$ cat config.mk
export PLATFORM = sky130hd
export DESIGN_NAME = burst_drain_gen
export DESIGN_NICKNAME = d
export VERILOG_FILES = /design/src/rtl/bdg_pkg.sv /design/src/rtl/bdg_mod_ctr.sv /design/src/rtl/bdg_seq.sv /design/src/rtl/bdg_drop_ctr.sv /design/src/rtl/burst_drain_gen.sv
export SDC_FILE = /design/constraint.sdc
export NUM_CORES = 1
export LEC_CHECK = 0
export ABC_AREA = 1
export BUFFER_PORTS_ARGS = -buffer_cell sky130_fd_sc_hd__buf_2
export CAP_MARGIN = 15
export CORE_MARGIN = 4
export CORE_UTILIZATION = 63
export CTS_BUF_LIST = sky130_fd_sc_hd__clkbuf_16
export DETAILED_ROUTE_END_ITERATION = 12
export PLACE_DENSITY = 0.86
export REMOVE_ABC_BUFFERS = 1
export SYNTH_ARGS = -nofsm -noshare
export SYNTH_HDL_FRONTEND = slang
export SYNTH_HIERARCHICAL = 1
export SYNTH_SLANG_ARGS = --single-unit
$ cat constraint.sdc
create_clock -name clk -period 11.1 [get_ports clk]
set_clock_uncertainty 0.15 [all_clocks]
set_input_delay 2.22 -clock clk [delete_from_list [all_inputs] [get_ports clk]]
set_output_delay 2.22 -clock clk [all_outputs]
set_load 0.02 [all_outputs]
$ cat src/rtl/bdg_pkg.sv
package bdg_pkg;
  typedef enum logic [1:0] {
    PH_IDLE  = 2'd0,
    PH_BURST = 2'd1,
    PH_DRAIN = 2'd2
  } bdg_phase_e;
endpackage

$ cat src/rtl/bdg_mod_ctr.sv
// Modulo counter with restart; exposes its next value so the owner can
// register decoded outputs in the same edge as the state.
module bdg_mod_ctr #(
  parameter int CW = 4
) (
  input  logic          clk,
  input  logic          rst,
  input  logic          restart,
  input  logic          advance,
  input  logic [CW-1:0] modulus,
  output logic [CW-1:0] cnt_q,
  output logic [CW-1:0] cnt_nxt
);
  always_comb begin
    cnt_nxt = cnt_q;
    if (restart) begin
      cnt_nxt = '0;
    end else if (advance) begin
      if (cnt_q >= modulus - 1'b1) cnt_nxt = '0;
      else                         cnt_nxt = cnt_q + 1'b1;
    end
  end

  always_ff @(posedge clk) begin
    if (rst) cnt_q <= '0;
    else     cnt_q <= cnt_nxt;
  end
endmodule

$ cat src/rtl/bdg_seq.sv
// Phase sequencer: bursts (chained without gap), then a drain, then idle.
module bdg_seq
  import bdg_pkg::*;
#(
  parameter int LEN_W = 8,
  parameter int CNT_W = 3
) (
  input  logic             clk,
  input  logic             rst,
  input  logic             start_acc,
  input  logic [LEN_W-1:0] len,
  input  logic [CNT_W-1:0] bursts,
  output bdg_phase_e       phase_q,
  output bdg_phase_e       phase_nxt,
  output logic [LEN_W-1:0] t_nxt,
  output logic             restart,
  output logic             advance,
  output logic             finish
);
  logic [LEN_W-1:0] t_q;
  logic [CNT_W-1:0] left_q, left_nxt;
  logic             last_cyc;

  assign last_cyc = (t_q >= len - 1'b1);

  always_comb begin
    phase_nxt = phase_q;
    t_nxt     = t_q;
    left_nxt  = left_q;
    restart   = 1'b0;
    advance   = 1'b0;
    finish    = 1'b0;
    unique case (phase_q)
      PH_IDLE: begin
        if (start_acc) begin
          phase_nxt = PH_BURST;
          t_nxt     = '0;
          left_nxt  = bursts - 1'b1;
          restart   = 1'b1;
        end
      end
      PH_BURST: begin
        if (last_cyc) begin
          t_nxt   = '0;
          restart = 1'b1;
          if (left_q != '0) left_nxt  = left_q - 1'b1;
          else              phase_nxt = PH_DRAIN;
        end else begin
          t_nxt   = t_q + 1'b1;
          advance = 1'b1;
        end
      end
      PH_DRAIN: begin
        if (last_cyc) begin
          phase_nxt = PH_IDLE;
          t_nxt     = '0;
          restart   = 1'b1;
          finish    = 1'b1;
        end else begin
          t_nxt   = t_q + 1'b1;
          advance = 1'b1;
        end
      end
      default: begin
        phase_nxt = PH_IDLE;
        t_nxt     = '0;
        left_nxt  = '0;
      end
    endcase
  end

  always_ff @(posedge clk) begin
    if (rst) begin
      phase_q <= PH_IDLE;
      t_q     <= '0;
      left_q  <= '0;
    end else begin
      phase_q <= phase_nxt;
      t_q     <= t_nxt;
      left_q  <= left_nxt;
    end
  end
endmodule

$ cat src/rtl/bdg_drop_ctr.sv
// Saturating count of writes presented while the FIFO reported full.
module bdg_drop_ctr #(
  parameter int DROP_W = 16
) (
  input  logic              clk,
  input  logic              rst,
  input  logic              clear,
  input  logic              hit,
  output logic [DROP_W-1:0] cnt
);
  localparam logic [DROP_W-1:0] CNT_MAX = '1;

  always_ff @(posedge clk) begin
    if (rst || clear)                cnt <= '0;
    else if (hit && cnt != CNT_MAX)  cnt <= cnt + 1'b1;
  end
endmodule

$ cat src/rtl/burst_drain_gen.sv
module burst_drain_gen
  import bdg_pkg::*;
#(
  parameter int DATA_W = 8,
  parameter int LEN_W  = 8,
  parameter int IVL_W  = 4,
  parameter int DUTY_W = 4,
  parameter int CNT_W  = 3,
  parameter int DROP_W = 16
) (
  input  logic              clk,
  input  logic              rst,
  input  logic              start,
  input  logic [LEN_W-1:0]  cfg_burst_len,
  input  logic [IVL_W-1:0]  cfg_rd_every,
  input  logic              cfg_duty_en,
  input  logic [DUTY_W-1:0] cfg_duty_on,
  input  logic [DUTY_W-1:0] cfg_duty_period,
  input  logic [CNT_W-1:0]  cfg_burst_count,
  input  logic              fifo_full,
  output logic              wr_en,
  output logic [DATA_W-1:0] wr_data,
  output logic              rd_en,
  output logic              busy,
  output logic              done,
  output logic [DROP_W-1:0] drop_count
);
  typedef struct packed {
    logic [LEN_W-1:0]  len;
    logic [IVL_W-1:0]  ivl;
    logic              duty_en;
    logic [DUTY_W-1:0] duty_on;
    logic [DUTY_W-1:0] duty_per;
    logic [CNT_W-1:0]  nburst;
  } cfg_t;

  cfg_t             cfg_q, cfg_in, cfg_nxt;
  bdg_phase_e       phase_q, phase_nxt;
  logic [LEN_W-1:0] t_nxt;
  logic             seq_restart, seq_advance, seq_finish;
  logic             start_acc;
  logic [IVL_W-1:0]  rc_q, rc_nxt;
  logic [DUTY_W-1:0] dc_q, dc_nxt;
  logic [DATA_W-1:0] t_as_data;
  logic              wr_n, rd_n;

  assign start_acc = start && (phase_q == PH_IDLE);

  // Zero-valued lengths, intervals, periods and counts act as one.
  always_comb begin
    cfg_in.len      = (cfg_burst_len   == '0) ? LEN_W'(1)  : cfg_burst_len;
    cfg_in.ivl      = (cfg_rd_every    == '0) ? IVL_W'(1)  : cfg_rd_every;
    cfg_in.duty_en  = cfg_duty_en;
    cfg_in.duty_on  = cfg_duty_on;
    cfg_in.duty_per = (cfg_duty_period == '0) ? DUTY_W'(1) : cfg_duty_period;
    cfg_in.nburst   = (cfg_burst_count == '0) ? CNT_W'(1)  : cfg_burst_count;
    cfg_nxt         = start_acc ? cfg_in : cfg_q;
  end

  always_ff @(posedge clk) begin
    if (rst) cfg_q <= '0;
    else     cfg_q <= cfg_nxt;
  end

  bdg_seq #(.LEN_W(LEN_W), .CNT_W(CNT_W)) u_seq (
    .clk       (clk),
    .rst       (rst),
    .start_acc (start_acc),
    .len       (cfg_nxt.len),
    .bursts    (cfg_nxt.nburst),
    .phase_q   (phase_q),
    .phase_nxt (phase_nxt),
    .t_nxt     (t_nxt),
    .restart   (seq_restart),
    .advance   (seq_advance),
    .finish    (seq_finish)
  );

  // Read cadence, restarted at every phase boundary.
  bdg_mod_ctr #(.CW(IVL_W)) u_rd_cad (
    .clk     (clk),
    .rst     (rst),
    .restart (seq_restart),
    .advance (seq_advance),
    .modulus (cfg_nxt.ivl),
    .cnt_q   (rc_q),
    .cnt_nxt (rc_nxt)
  );

  // Position inside the producer duty period.
  bdg_mod_ctr #(.CW(DUTY_W)) u_duty_pos (
    .clk     (clk),
    .rst     (rst),
    .restart (seq_restart),
    .advance (seq_advance),
    .modulus (cfg_nxt.duty_per),
    .cnt_q   (dc_q),
    .cnt_nxt (dc_nxt)
  );

  generate
    if (DATA_W > LEN_W) begin : g_data_ext
      assign t_as_data = {{(DATA_W-LEN_W){1'b0}}, t_nxt};
    end else if (DATA_W == LEN_W) begin : g_data_eq
      assign t_as_data = t_nxt;
    end else begin : g_data_trunc
      assign t_as_data = t_nxt[DATA_W-1:0];
    end
  endgenerate

  assign wr_n = (phase_nxt == PH_BURST) &&
                (!cfg_nxt.duty_en || (dc_nxt < cfg_nxt.duty_on));
  assign rd_n = (phase_nxt != PH_IDLE) && (rc_nxt == cfg_nxt.ivl - 1'b1);

  always_ff @(posedge clk) begin
    if (rst) begin
      wr_en   <= 1'b0;
      wr_data <= '0;
      rd_en   <= 1'b0;
      busy    <= 1'b0;
      done    <= 1'b0;
    end else begin
      wr_en   <= wr_n;
      wr_data <= (phase_nxt == PH_BURST) ? t_as_data : '0;
      rd_en   <= rd_n;
      busy    <= (phase_nxt != PH_IDLE);
      done    <= seq_finish;
    end
  end

  bdg_drop_ctr #(.DROP_W(DROP_W)) u_drop (
    .clk   (clk),
    .rst   (rst),
    .clear (start_acc),
    .hit   (wr_en && fifo_full),
    .cnt   (drop_count)
  );
endmodule

### Word level (Yosys, flattened, before mapping)

Index checks and enable logic that the tools add are counted.

* logic and storage cells: 87
* input bits: 28
* register bits after elaboration: 73

* reductions and logical operators: 19
* $add $sub $neg: 9
* bitwise gates (word level): 2
* equality and inequality tests: 8
* order comparisons: 4
* mux-type cells: 28

Operator list (count)
* $mux 4: 8
* $mux 24: 1
* $mux 8: 3
* $add 16x1->16 const B: 1
* $ne 16x16->1 const B: 1
* $pmux 8 s2: 1
* $mux 3: 4
* $pmux 3 s3: 1
* $add 4x1->4 const B: 2
* $add 8x1->8 const B: 1
* $ge 4x4->1: 2
* $ge 8x8->1: 1
* $logic_not 4->1: 2
* $logic_not 8->1: 1
* $mux 2: 4
* $sub 4x1->4 const B: 2
* $sub 8x1->8 const B: 1
* $pmux 2 s3: 1
* $reduce_or 2->1: 3
* $sub 3x1->3 const B: 2
* $logic_and 1x1->1: 5
* $eq 2x1->1 const B: 2
* $eq 4x4->1: 1
* $lt 4x4->1: 1
* 13 further kinds: 19

### Logic depth before layout (Yosys ltp)

Gate-level depths: netlist of the first run.

* word-level depth: 12
* mapped depth: 33
* gate-level depth less buffers: 32

### Hierarchy

Netlist of the first run, hierarchy kept.

Modules (own cells, without submodules)
* burst_drain_gen: cells each 211, area each 1621.6 µm², times used 1, seq. area each 720.7 µm²
* bdg_seq: cells each 201, area each 1255.0 µm², times used 1, seq. area each 260.2 µm²
* bdg_drop_ctr: cells each 149, area each 950.9 µm², times used 1, seq. area each 320.3 µm²
* bdg_mod_ctr: cells each 51, area each 355.3 µm², times used 2, seq. area each 80.1 µm²

### Worst setup path before layout of the first run

Ideal clock, no wire load.

* kind: in2reg
* from: input start
* to: register wr_en
* stages on the path: 28
* data arrival time: 5.650 ns
* path buffers: 1
* data required time: 10.822 ns
* slack: 5.171 ns
* cell sequence: nand2_2 clkinv_2 buf_2 or2_2 o21ai_0 inv_1 nor2_1 nand2_1 or3_1 nor3_2 xnor2_1 ha_1 a21o_1 nor2_4 nand2_4 nor2_8 nand2_2 nor2_2 xnor2_1 nor2_1 nand2_1 inv_1 ha_1 nand2_1 inv_1 nand2_1 nand2_1 a21oi_2

RTL lines
* from (decl): line burst_drain_gen.sv:13 `input logic start,`
* to (signal assigned): line burst_drain_gen.sv:123 `wr_en <= wr_n;`
* to (decl): line burst_drain_gen.sv:21 `output logic wr_en,`

==> results of run 1 <==
cells in the mapped netlist, drive strengths merged, types with 3 or more instances:
cell,count
or2,12
nand3,35
mux2i,3
clkbuf,3
o21ai,24
inv,114
nand2,159
a21oi,26
xnor2,14
nand4,8
ha,32
nor2,119
buf,7
dfxtp,73
nor3,9
xor2,7
flip-flops by register name, indices dropped and copies added, names as in the netlist, 2 cells and up:
signal            flops
u_duty_pos/cnt_q      4
u_rd_cad/cnt_q        4
cfg_q                24
u_drop/cnt           16
u_seq/phase_q         2
u_seq/left_q          3
wr_data               8
u_seq/t_q             8
layout make-up:
| type | count | area, sq um |
|---|---|---|
| Multi-Input combinational cell | 463 | 2560 |
| Fill cell | 571 | 1780 |
| Sequential cell | 73 | 1460 |
| Inverter | 116 | 437 |
| Timing Repair Buffer | 55 | 275 |
| Clock buffer | 9 | 225 |
| Tap cell | 96 | 120 |
| Clock inverter | 7 | 47.5 |
placed cells by master, fill, tap and decap left out, types with 3 or more instances in the layout:
master	n
a21oi_1	25
buf_2	55
clkbuf_16	9
clkinv_2	4
dfxtp_1	73
ha_1	32
inv_1	113
mux2i_1	3
nand2_1	145
nand2_2	8
nand2_4	6
nand3_1	34
nand4_1	7
nor2_1	103
nor2_2	9
nor2_4	6
nor3_1	7
o21ai_0	19
or2_2	11
xnor2_1	14
xor2_1	7
tightest hold or removal path, cell delays in order, from the launching register on:
cell      delay [ns]
dfxtp_1         0.29
inv_1           0.06
a211oi_1        0.07
power by group through the flow:
stage | Sequential (uW) | Clock, uW | Combinational (uW)
after floorplan | 292 | 0 | 136
after global placement | 290 | 0 | 171
after detailed placement | 291 | 0 | 182
after CTS | 285 | 267 | 184
after global routing | 287 | 281 | 212
final | 285 | 265 | 185
layer usage:
metal	vias up	global-route usage, %	part of all wire [%]
li1	2162	-	-
met1	1950	25.5	43
met2	98	43.1	50
met3	27	5.12	4.6
met4	0	10.9	3.0
met5	-	0	0
logic make-up (layout without fill, tap and decap cells):
family | after synthesis | after routing | synth area share (%)
AO/OA/AOI/OAI | 57 | 57 | 7.17
buffers and inverters | 127 | 187 | 11.3
XOR/XNOR | 21 | 21 | 4.05
adder cells (fa/ha/maj) | 32 | 32 | 8.82
multiplexers | 5 | 5 | 1.16
flip-flops | 73 | 73 | 32.2
AND/OR/NAND/NOR | 348 | 348 | 35.3
worst min-delay path by stage:
stage,startpoint,end,slack [ns],depth (start not counted)
5_1_grt,cfg_q[1],cfg_q[1],0.36,2
2_1_floorplan,cfg_q[1],cfg_q[1],0.29,2
3_5_place_dp,cfg_q[5],cfg_q[5],0.31,2
4_1_cts,cfg_q[5],cfg_q[5],0.32,2
3_3_place_gp,cfg_q[1],cfg_q[1],0.31,2
6_report,cfg_q[5],cfg_q[5],0.32,2
per-stage QoR:
stage	util (%)	total power (uW)
5_1_grt	74.3	780
4_1_cts	74.3	737
3_3_place_gp	70.3	461
3_5_place_dp	70.3	473
6_report	74.3	736
2_1_floorplan	-	428
==> metrics list, run 1 <==
- Number of buffers inserted during clock tree synthesis: 9
* Part of the total power dissipated in combinational logic: 25.2%
- STA puts the critical path data required time at 11.21 ns.
* Net load switching power: about 240 uW
* Highest achievable clock rate: 145 MHz
* CP Launch Type: input port
- CTS Hold Bufs: 0
* Cell Count, Final, Fillers Out: ~820
- Power spread over the standard cell area amounts to between 100 and 150 mW/mm^2.
- At the end of routability-driven placement, the weighted congestion stood at 0.866.
- Net switching is 32.4% of the power.
- In this run the remaining antenna-violating nets after routing total 0.
- Entering global routing, the biggest net connects 49 pins.
- Final TNS setup: 0 ns
- The floorplan has 30 rows.
- Summed over all cells, the static leakage comes to 0.00266 uW.
* Mean instance size in the synthesized netlist: 6.84 sq um
- In this run the tool buffered the top-level ports with 55 buffer cells.
- The first global-routing pass estimated 16500 microns of wire.
- Top delay family on crit path: simple AND/OR/NAND/NOR gates
- After technology mapping, the gate count stands at 663.
- Worst Path Arrival: 6.99 ns
* Setup repair after global routing missed its margin: false
- The slowest stage of the critical path belongs to the cell a21oi_1.
- Count of cell instances traversed by the critical path: 25
- In this run, the number of DRC markers left after iteration 0 of detailed routing was 204.
* Run status: finished clean
- Final worst setup slack: about 4.2 ns
* Number of enable-type register cells in the synthesized netlist: 0
* Post-DR wirelength/cell: 11.8 microns
* Number of antenna diodes: 0
- The worst register-to-register path has a depth of 25.
- Of the cells placed in the final design, the portion with a size suffix greater than 1 is 17.2%.
- Core area: 0.00691 sq mm
* Critical Path Max Stage Delay: 0.52 ns
- The tree is rooted in a clkbuf_16.
- At the later pin of the worst-skew pair, clock insertion delay measures ~0.34 ns.
- The tightest min-delay check is of the reg2reg type.
* Reg2Reg Capture Point: wr_en
* Starting Density: 65.7%
- Classification of the worst setup path: in2reg
* Buffers inserted by post-CTS timing repair: 0
- Internal power component: ~500 uW
- Counting every sink on the clock net gives 73.
- Cell accounting for the most synthesized area: dfxtp_1
- In this run the tightest slew margin relative to its limit is a little under a third.
* Synth async-reset ratio: 0%
* Final design instance area without fill: 0.00513 sq mm
- Counting both buffers and inverters, the worst setup path holds a total of 4.
* Ratio of final minimum period to clock period: 62.0%
* Top flip-flop cell by instance count after synthesis: dfxtp_1
- Critical Path Sink Type: flop
- Yosys top cell area share: about 32%
- Final HPWL from detailed placement: 7010 microns
- The final layout contains 778 nets.
- Number of hold violations in the final report: 0
* Total via count in the routed design: 4237
- DR DRC count: 0
* Final number of setup-violating endpoints: 0
* Sequential cell fraction of total power: 38.8%
- The most critical setup path has its endpoint at wr_en.
- The cell that appears most often on the critical path is nand2_1.
- The number of antenna violations at the first check in global routing came to 0.
- The number of global-route vias before repair was 4018.
- Sequential-to-total area share from yosys stat: around a third
* Die Span X: about 93 microns
- Aggregate global-route resource usage: 23.5%
* Unique masters post-synth: 46
- For the finished layout, the period the worst path requires is 6.88 ns.
- The floorplan step defined a die boundary enclosing 0.00862 sq mm.
- On the final layout, the worst hold slack is 0.320 ns.
* Worst-path clk slew: 0.06 ns
* MaxCap Viol Count: 0
* Startpoint of the worst register-to-register path: u_seq/phase_q[0]
* TritonCTS clock tree: done
- Post-CTS repair changed the size of 0 cells.
- Number of pins with negative max-slew slack in the final report: 0
- First element of the critical path: start
* Via/cell ratio: 5.17
- Die extent in y: 92.9 microns
- Synthesis inferred 73 register bits.
* Maximum fanout along the worst path: 29
* Pre-antenna DRT Iters: 4
- The cell area that synthesis handed to floorplanning was 0.00454 sq mm.
* DRT Wirelength: between 9000 and 10000 microns
- The H-tree was split into 3 levels.
* Worst-case clock buffer depth: 2
- Yosys printed 6 warnings.
- Minimum setup slack among reg-to-reg paths: 5.72 ns
* Top post-synthesis cells by area: dfxtp_1 (32%), nand2_1 (12%), inv_1 (9.3%)
- Placed cell area: 0.00486 sq mm
* Area overhead of the layout relative to synthesis: 13.0%
- Inst Count DP: 803
* IR Drop Worst-Case VDD: ~0.10 mV
- Timing analysis after detailed placement gives a worst setup slack of 4.00 ns.
- Clk network pwr share: between 30 and 40%
* Number of placed I/O pins: 56
* Slew at the pin closest to its max-slew limit: between 1 and 1.5 ns
* Total grt overflow: 0
(Power assumes the default switching activity.)
==> run 2: changes to the inputs <==
--- a/config.mk
+++ b/config.mk
@@ -5,14 +5,14 @@
 export SDC_FILE = /design/constraint.sdc
 export NUM_CORES = 1
 export LEC_CHECK = 0
-export ABC_AREA = 1
+export ABC_AREA = 0
 export BUFFER_PORTS_ARGS = -buffer_cell sky130_fd_sc_hd__buf_2
 export CAP_MARGIN = 15
 export CORE_MARGIN = 4
-export CORE_UTILIZATION = 63
+export CORE_UTILIZATION = 59
 export CTS_BUF_LIST = sky130_fd_sc_hd__clkbuf_16
 export DETAILED_ROUTE_END_ITERATION = 12
-export PLACE_DENSITY = 0.86
+export PLACE_DENSITY = 0.81
 export REMOVE_ABC_BUFFERS = 1
 export SYNTH_ARGS = -nofsm -noshare
 export SYNTH_HDL_FRONTEND = slang
==> constraint.sdc (replaced) <==
create_clock -name clk -period 6.7 [get_ports clk]
set_clock_uncertainty 0.15 [all_clocks]
set_input_delay 1.34 -clock clk [delete_from_list [all_inputs] [get_ports clk]]
set_output_delay 1.34 -clock clk [all_outputs]
set_load 0.02 [all_outputs]
==> run 2 against run 1 <==
Compared with the run above: utilization fell by 4.4 points; largest cell class unchanged; largest power group is now combinational cells; sequential power rose by 83%; critical path type unchanged; design area fell by 0.15%; highest routed layer unchanged.
==> metrics list, run 2 <==
* Run status: finished clean (unchanged)
* Clock latency on the worst-skew pair: 0.33 ns (was 0.34 ns)
- Starting Density: 61.5% (was 65.7%)
* Synth Instances: 514 (was 663)
* Gates resized, CTS repair: 0 (unchanged)
- List of most frequent post-synthesis cells: dfxtp_1 (73), nor2_1 (60), ha_1 (32) (was nand2_1 (145), inv_1 (113), nor2_1 (103)).
- Number of enable-type register cells in the synthesized netlist: 0 (unchanged)
- The library cell with the largest summed area after synthesis was dfxtp_1 (unchanged).
- Number of hold violations in the final report: 0 (unchanged)
- The post-route antenna net violation count came to 0 (unchanged).
* Largest registers in the final layout: cfg_q x24, u_drop/cnt x16 (unchanged)
- The number of detailed-routing iterations run before antenna repair was 7 (was 4).
- Unique masters post-synth: 72 (was 46)
* Total Nets Final: 628 (was 778)
- The final setup violation count was 0 (unchanged).
* Placed cell area: 0.00485 sq mm (was 0.00486 sq mm)
* Total via count in the routed design: 4014 (was 4237)
- Number of register bits inferred by synthesis: 73 (unchanged)
- The startpoint type of the worst setup path is an input port (unchanged).
- The total number of yosys warnings is 6 (unchanged).
- Mean instance size in the synthesized netlist: 8.77 sq um (was 6.84 sq um)
* Buffers inserted by post-CTS timing repair: 0 (unchanged)
* DRT Wirelength: 9690 microns (was 9710 microns)
- The cell internal power dissipation came to 1020 uW (was 497 uW).
* Die extent in y: 95.4 microns (was 92.9 microns)
- The violation count after the first detailed-routing iteration came to 254 (was 204).
- H-tree Lvls: 3 (unchanged)
- The number of buffers added to fix hold violations after cts came to 0 (unchanged).
* Die Span X: 95.4 microns (was 92.9 microns)
- Top flip-flop cell by instance count after synthesis: dfxtp_1 (unchanged)
* Number of global-route vias before repair: 3550 (was 4018)
* CTS Sinks: 73 (unchanged)
* Maximum fanout along the worst path: 12 (was 29)
- The number of I/O pins was 56 (unchanged).
- Worst-path clk slew: 0.06 ns (about the same)
* Worst hold margin: 0.345 ns (was 0.320 ns)
- Highest-count cells in the layout ignoring fill and taps: dfxtp_1 (73), nor2_1 (60), buf_2 (55), ha_1 (32), nor2b_1 (31) (was nand2_1 (145), inv_1 (113), nor2_1 (103), dfxtp_1 (73), buf_2 (55))
- The async set-or-reset flop fraction in the synthesized netlist came to 0% (unchanged).
- The peak supply drop was 0.189 mV (was 0.103 mV).
- The overflow left after global routing is 0 (unchanged).
- Worst rel slew slack: 48.5% (was 30.3%)
* Highest achievable clock rate: 178 MHz
- Area overhead of the layout relative to synthesis: 13.7% (was 13.0%)
- Number of buffers inserted during clock tree synthesis: 9 (unchanged)
* Switching portion of total power: 38.5% (was 32.4%)
- The smallest clock period supported by the final layout is computed as approximately 5.6 ns.
- Endpoint required time on the critical path: 6.77 ns (was 11.21 ns)
* Worst-case clock buffer depth: 2 (unchanged)
- The diode insertion count for antenna repair came to 0 (unchanged).
- The top cell type's share of synthesized area was 32.4% (was 32.2%).
- The quantity of I/O buffers inserted on ports is 55 (unchanged).
* Register with the most flip-flops: cfg_q (unchanged)
* Net load switching power: 639 uW (was 238 uW)
* Slew at the pin closest to its max-slew limit: 0.773 ns (was 1.04 ns)
- The remaining design rule violation count was 0 (unchanged).
- Fraction of final layout cells with drive strength greater than 1: 20.2% (was 17.2%)
- The clock root buffer master is clkbuf_16 (unchanged).
- The sequential cell area came to 0.00146 sq mm (unchanged).
- Die area: 0.00910 sq mm (was 0.00862 sq mm)
- The most used standard cell by instance count after synthesis is dfxtp_1 (was nand2_1).
* TritonCTS clock tree: done (unchanged)
* Part of the total power dissipated in combinational logic: 42.6% (was 25.2%)
- Aggregate global-route resource usage: 22.0% (was 23.5%)
- The area of the placeable core was 0.00733 sq mm (was 0.00691 sq mm).
- The portion of the post-synthesis area used by sequential elements is 32.4% (was 32.2%).
- MaxCap Viol Count: 0 (unchanged)
- Top post-synthesis cells by area: dfxtp_1 (32%), ha_1 (8.9%), nor2_1 (5.0%) (was dfxtp_1 (32%), nand2_1 (12%), inv_1 (9.3%))
* Clk network pwr share: 25.9% (was 36.0%)
- Via/cell ratio: 5.97 (was 5.17)
- The flip-flop count of the largest register after layout came to 24 (unchanged).
* Final Util: 69.9% (was 74.3%)
- Final HPWL from detailed placement: 7100 microns (was 7010 microns)
* Total leakage power: 0.00216 uW (was 0.00266 uW)
- Setup repair after global routing missed its margin: false (unchanged)
- Type of the worst min-delay path: reg2reg (unchanged)
- The endpoint type of the worst setup path is a flop (unchanged).
* Maximum number of pins on one net before global-route repair: 44 (was 49)
- Layout fillers: 620 (was 571)
- The max-slew violation count was 0 (unchanged).
* Worst Path Arrival: 5.69 ns (was 6.99 ns)
* Final design instance area without fill: 0.00512 sq mm (was 0.00513 sq mm)
- Standard-cell row count: 31 (was 30)
* Post-DR wirelength/cell: 14.4 microns (was 11.8 microns)
- The most common cell after layout, fill and taps aside is dfxtp_1 (was nand2_1).
- Placer congestion estimate: 0.879 (was 0.866)
- Area of the multi-input gates: 0.00287 sq mm (was 0.00256 sq mm)
* Mapped Area: 0.00451 sq mm (was 0.00454 sq mm)
- Sequential cell fraction of total power: 31.4% (was 38.8%)
- The wire length of the first global-routing pass came to 16000 microns (was 16500 microns).
- The type of the worst setup path was in2reg (unchanged).
* Antenna violations before repair: 0 (unchanged)
* Ratio of final minimum period to clock period: a little over four fifths
* Power density over the cells: 324 mW/mm^2 (was 143 mW/mm^2)
-- run 2: cell count changes in the layout (fill, tap and decap cells not counted), sizes merged, moves of 21 or more --
cell   delta
inv      -94
nor2     -58
nor3     +23
nor2b    +31
nand3    -21
nand2   -135
-- run 2: cell type report --
type | instances | share of cell area, %
Timing Repair Buffer | 61 | 6.25
Sequential cell | 73 | 28.5
Clock inverter | 7 | 0.928
Clock buffer | 9 | 4.40
Inverter | 20 | 1.47
Multi-Input combinational cell | 403 | 56.0
Tap cell | 99 | 2.42
-- run 2: kinds of logic after synthesis --
kind of cell,count (synthesis),synth area share (%)
muxes,22,5.50
DFF,73,32.4
adders and majority gates,32,8.88
and+or+nand+nor,230,28.8
buffers and inverters,38,4.03
xor gates and xnor gates,18,3.66
AOI/OAI and AO/OA,101,16.7
-- run 2: through the flow --
| stage | cells | TNS (ns) | total power [uW] | worst slack [ns] |
|---|---|---|---|---|
| floorplan | 496 | -0.334 | 1060 | -0.194 |
| global placement | 656 | 0 | 1200 | 0.971 |
| detailed placement | 656 | 0 | 1230 | 0.838 |
| CTS | 672 | 0 | 1670 | 1.14 |
| global route | 672 | 0 | 1780 | 0.752 |
| finish | 672 | 0 | 1660 | 1.08 |
-- run 2: power by group through the flow --
stage	clock network, uW	logic, uW	registers, uW
floorplan	0	522	534
global placement	0	676	528
detailed placement	0	699	531
CTS	442	708	522
global route	465	790	529
finish	431	708	522
-- run 2: critical path: stages --
cell      delay, ns
buf_2          0.09
nor3b_4        0.47
mux2_2         0.44
nor2_1         0.15
nor4b_1        0.33
xnor2_1        0.17
ha_1           0.27
a211o_1        0.32
o211a_2        0.16
nor3_2         0.46
buf_4          0.30
nor2b_1        0.07
a21oi_1        0.10
o21ai_0        0.10
a31oi_1        0.22
nor2_1         0.07
ha_1           0.29
nand2_1        0.05
a211oi_1       0.21
nor2_1         0.07
-- run 2: per-layer routing --
layer | global-route usage, % | wire [microns]
met3 | 4.58 | 575
met5 | 0 | 0
met2 | 35.5 | 4500
met1 | 28.6 | 4460
met4 | 9.36 | 151
-- run 2: final timing paths --
check / start / cells after the start / slack (ns) / endpoint
max: start / 20 / 1.08 / wr_en
min: cfg_q[10] / 2 / 0.34 / cfg_q[10]
max reg2reg: u_seq/phase_q[1] / 19 / 1.76 / wr_en
min reg2reg: cfg_q[10] / 2 / 0.34 / cfg_q[10]
==> run 3: changes to the inputs <==
==> constraint.sdc (replaced) <==
create_clock -name clk -period 5.2 [get_ports clk]
set_clock_uncertainty 0.15 [all_clocks]
set_input_delay 1.04 -clock clk [delete_from_list [all_inputs] [get_ports clk]]
set_output_delay 1.04 -clock clk [all_outputs]
set_load 0.02 [all_outputs]
==> run 3 against run 2 <==
Compared with the run above: clock-buffer cell count did not move; worst hold slack improved by 0.016 ns; flip-flop and latch count did not move; first-iteration DRC count fell by 1.6%.
==> metrics list, run 3 (same netlist as run 2, synthesis figures left out) <==
* List of cells traversed by the critical path: buf_2, nor3b_4, buf_4, mux2_2, nor2_1, nor4b_1, xnor2_1, ha_1, a211o_1, o211a_2, nor3_2, buf_4, buf_4, and2b_1, a31oi_1, nor2_1, xnor2_1, nor3_1, nand4bb_1, o22ai_1 (was buf_2, nor3b_4, mux2_2, nor2_1, nor4b_1, xnor2_1, ha_1, a211o_1, o211a_2, nor3_2, buf_4, nor2b_1, a21oi_1, o21ai_0, a31oi_1, nor2_1, ha_1, nand2_1, a211oi_1, nor2_1)
* Root Buffer: clkbuf_16 (unchanged)
- The detailed-route vias per instance is 5.89 (was 5.97).
- CP dominant cell by count: buf_4 (was nor2_1)
- The area of the placeable core was 0.00733 sq mm (unchanged).
* Area overhead of the layout relative to synthesis: 15.9% (was 13.7%)
- The clock-pin slew of the registers on the worst-case setup and hold paths was 0.06 ns (about the same).
- The share of cells above drive strength 1 was 21.2% (was 20.2%).
- Number of antenna diodes: 0 (unchanged)
- Worst Path Arrival: 4.95 ns (was 5.69 ns)
* H-tree Lvls: 3 (unchanged)
* Gates resized, CTS repair: 0 (unchanged)
- The cell row count was 31 (unchanged).
- DRT Wirelength: 10200 microns (was 9690 microns)
- Worst rel slew slack: 57.5% (was 48.5%)
- Register with the most flip-flops: cfg_q (unchanged)
- Power density over the cells: 425 mW/mm^2 (was 324 mW/mm^2)
- The length in cells of the worst reg-to-reg path was 19 (unchanged).
- The startpoint type of the worst setup path is an input port (unchanged).
- The number of cells on the worst hold path was 2 (unchanged).
* Highest achievable clock rate: 207 MHz
- Number of global-route vias before repair: 3790 (was 3550)
- Ratio of final minimum period to clock period: between 90 and 100%
- Critical Path Max Stage Delay: 0.39 ns (was 0.47 ns)
- The maximum number of buffers from clock root to sink came to 2 (unchanged).
* CTS Sinks: 73 (unchanged)
* Buffers inserted by post-CTS timing repair: 0 (unchanged)
- The wire length per cell was 14.9 microns (was 14.4 microns).
* Number of placed I/O pins: 56 (unchanged)
- Run status: finished clean (unchanged).
* Classification of the worst setup path: in2reg (unchanged)
- Maximum number of pins on one net before global-route repair: 44 (unchanged)
- The max-slew violation count is 0 (unchanged).
- The routability-driven placement congestion ratio is 0.924 (was 0.879).
- Die area: 0.00910 sq mm (unchanged)
* Final Util: 71.3% (was 69.9%)
* Endpoint required time on the critical path: 5.31 ns (was 6.77 ns)
- Cell type of the slowest stage on the worst timing path: mux2_2 (was nor3b_4)
- Number of port buffers: 55 (unchanged)
- Largest registers in the final layout: cfg_q x24, u_drop/cnt x16 (unchanged)
- Routed Antenna Nets: 0 (unchanged)
* Final TNS setup: 0 ns (unchanged)
- Total Nets Final: 639 (was 628)
- The total routing resource utilization after global routing is 23.3% (was 22.0%).
- The clock tree from TritonCTS was done (unchanged).
- IR Drop Worst-Case VDD: 0.223 mV (was 0.189 mV)
* Final number of setup-violating endpoints: 0 (unchanged)
* Starting Density: 61.5% (unchanged)
- The worst path needs about 4.8 ns of the cycle, external delays included.
* Clock latency on the worst-skew pair: 0.33 ns (about the same)
- The number of buffers added to fix hold violations after cts came to 0 (unchanged).
- Post-Place Worst Slack: -0.0518 ns (was 0.838 ns)
* Uppermost routed layer: met4 (unchanged)
* Met2 Routed Length: 4840 microns (was 4500 microns)
* Total via count in the routed design: 4023 (was 4014)
- Final HPWL from detailed placement: 7340 microns (was 7100 microns)
* Number of buffers inserted during clock tree synthesis: 9 (unchanged)
* Die Span X: 95.4 microns (unchanged)
- Most frequent standard cell in the layout excluding fill and tap cells: dfxtp_1 (unchanged)
- Max reg flops: 24 (unchanged)
- Pre-antenna DRT Iters: 5 (was 7)
* Detailed-routing wirelength on met1: 4590 microns (was 4460 microns)
- The total chip power is 2220 uW (was 1660 uW).
- Total leakage power: 0.00225 uW (was 0.00216 uW)
- Highest-count cells in the layout ignoring fill and taps: dfxtp_1 (73), nor2_1 (60), buf_2 (55), ha_1 (32), nor2b_1 (31) (unchanged)
- Critical Path Sink Type: flop (unchanged)
* Antenna violations before repair: 0 (unchanged)
- Maximum fanout along the worst path: 8 (was 12)
- Slew at the pin closest to its max-slew limit: 0.632 ns (was 0.773 ns)
- The remaining design rule violation count is 0 (unchanged).
* MaxCap Viol Count: 0 (unchanged)
- Setup repair after global routing missed its margin: false (unchanged).
- Final worst setup slack: 0.358 ns (was 1.08 ns)
* Type of the worst min-delay path: reg2reg (unchanged)
- Wire length of the first global-routing pass: 17100 microns (was 16000 microns)
* DRC violation total after the first TritonRoute iteration: 250 (was 254)
* Total grt overflow: 0 (unchanged)
- The height of the die came to 95.4 microns (unchanged).
- Amount of wire on met3 after detailed routing: 577 microns (was 575 microns)
- The final number of hold-violating endpoints is 0 (unchanged).
-- run 3: cell types whose count changed in the layout (fill, tap and decap cells not counted), sizes merged --
| cell | previous run | this run |
|---|---|---|
| bufinv | 0 | 1 |
| buf | 61 | 72 |
| clkinvlp | 4 | 0 |
| inv | 20 | 23 |
-- run 3: report_power, final --
group / internal (uW) / switching (uW) / total [uW]
Clock: 362 / 222 / 585
Combinational: 402 / 558 / 961
Sequential: 627 / 47.1 / 675
-- run 3: layer usage --
layer | vias up | GRT usage (%)
li1 | 2009 | -
met1 | 1871 | 29.5
met2 | 127 | 39.1
met3 | 16 | 4.58
met4 | 0 | 9.12
met5 | - | 0
-- run 3: through the flow --
| stage | hold WS (ns) | cells | cell area, sq um |
|---|---|---|---|
| final | 0.361 | 683 | 5230 |
| after global routing | 0.388 | 683 | 5230 |
| after CTS | 0.371 | 681 | 5210 |
| after detailed placement | 0.356 | 665 | 4930 |
| after global placement | 0.342 | 665 | 4930 |
| after floorplan | 0.300 | 496 | 4400 |
-- run 3: final timing paths --
kind / from / to / slack (ns)
worst min-delay path: cfg_q[10] / cfg_q[10] / 0.36
worst min register to register: cfg_q[10] / cfg_q[10] / 0.36
worst max register to register: u_seq/phase_q[1] / rd_en / 0.73
worst max-delay path: start / rd_en / 0.36
-- run 3: layout make-up --
type	count	area (sq um)
clock inverters	7	55.1
inverters	20	75.1
multi-input cells	403	2870
fillers	570	2110
well taps	99	124
flip-flops and latches	73	1460
repair buffers	72	415
clock buffers	9	225
-- run 3: critical path, delay by kind of cell --
family,cells,cell delay [ns]
simple gates,8,1.47
buf+inv,4,0.60
fa+ha+maj,1,0.27
mux,1,0.39
compound gates,4,0.84
xor+xnor,2,0.30
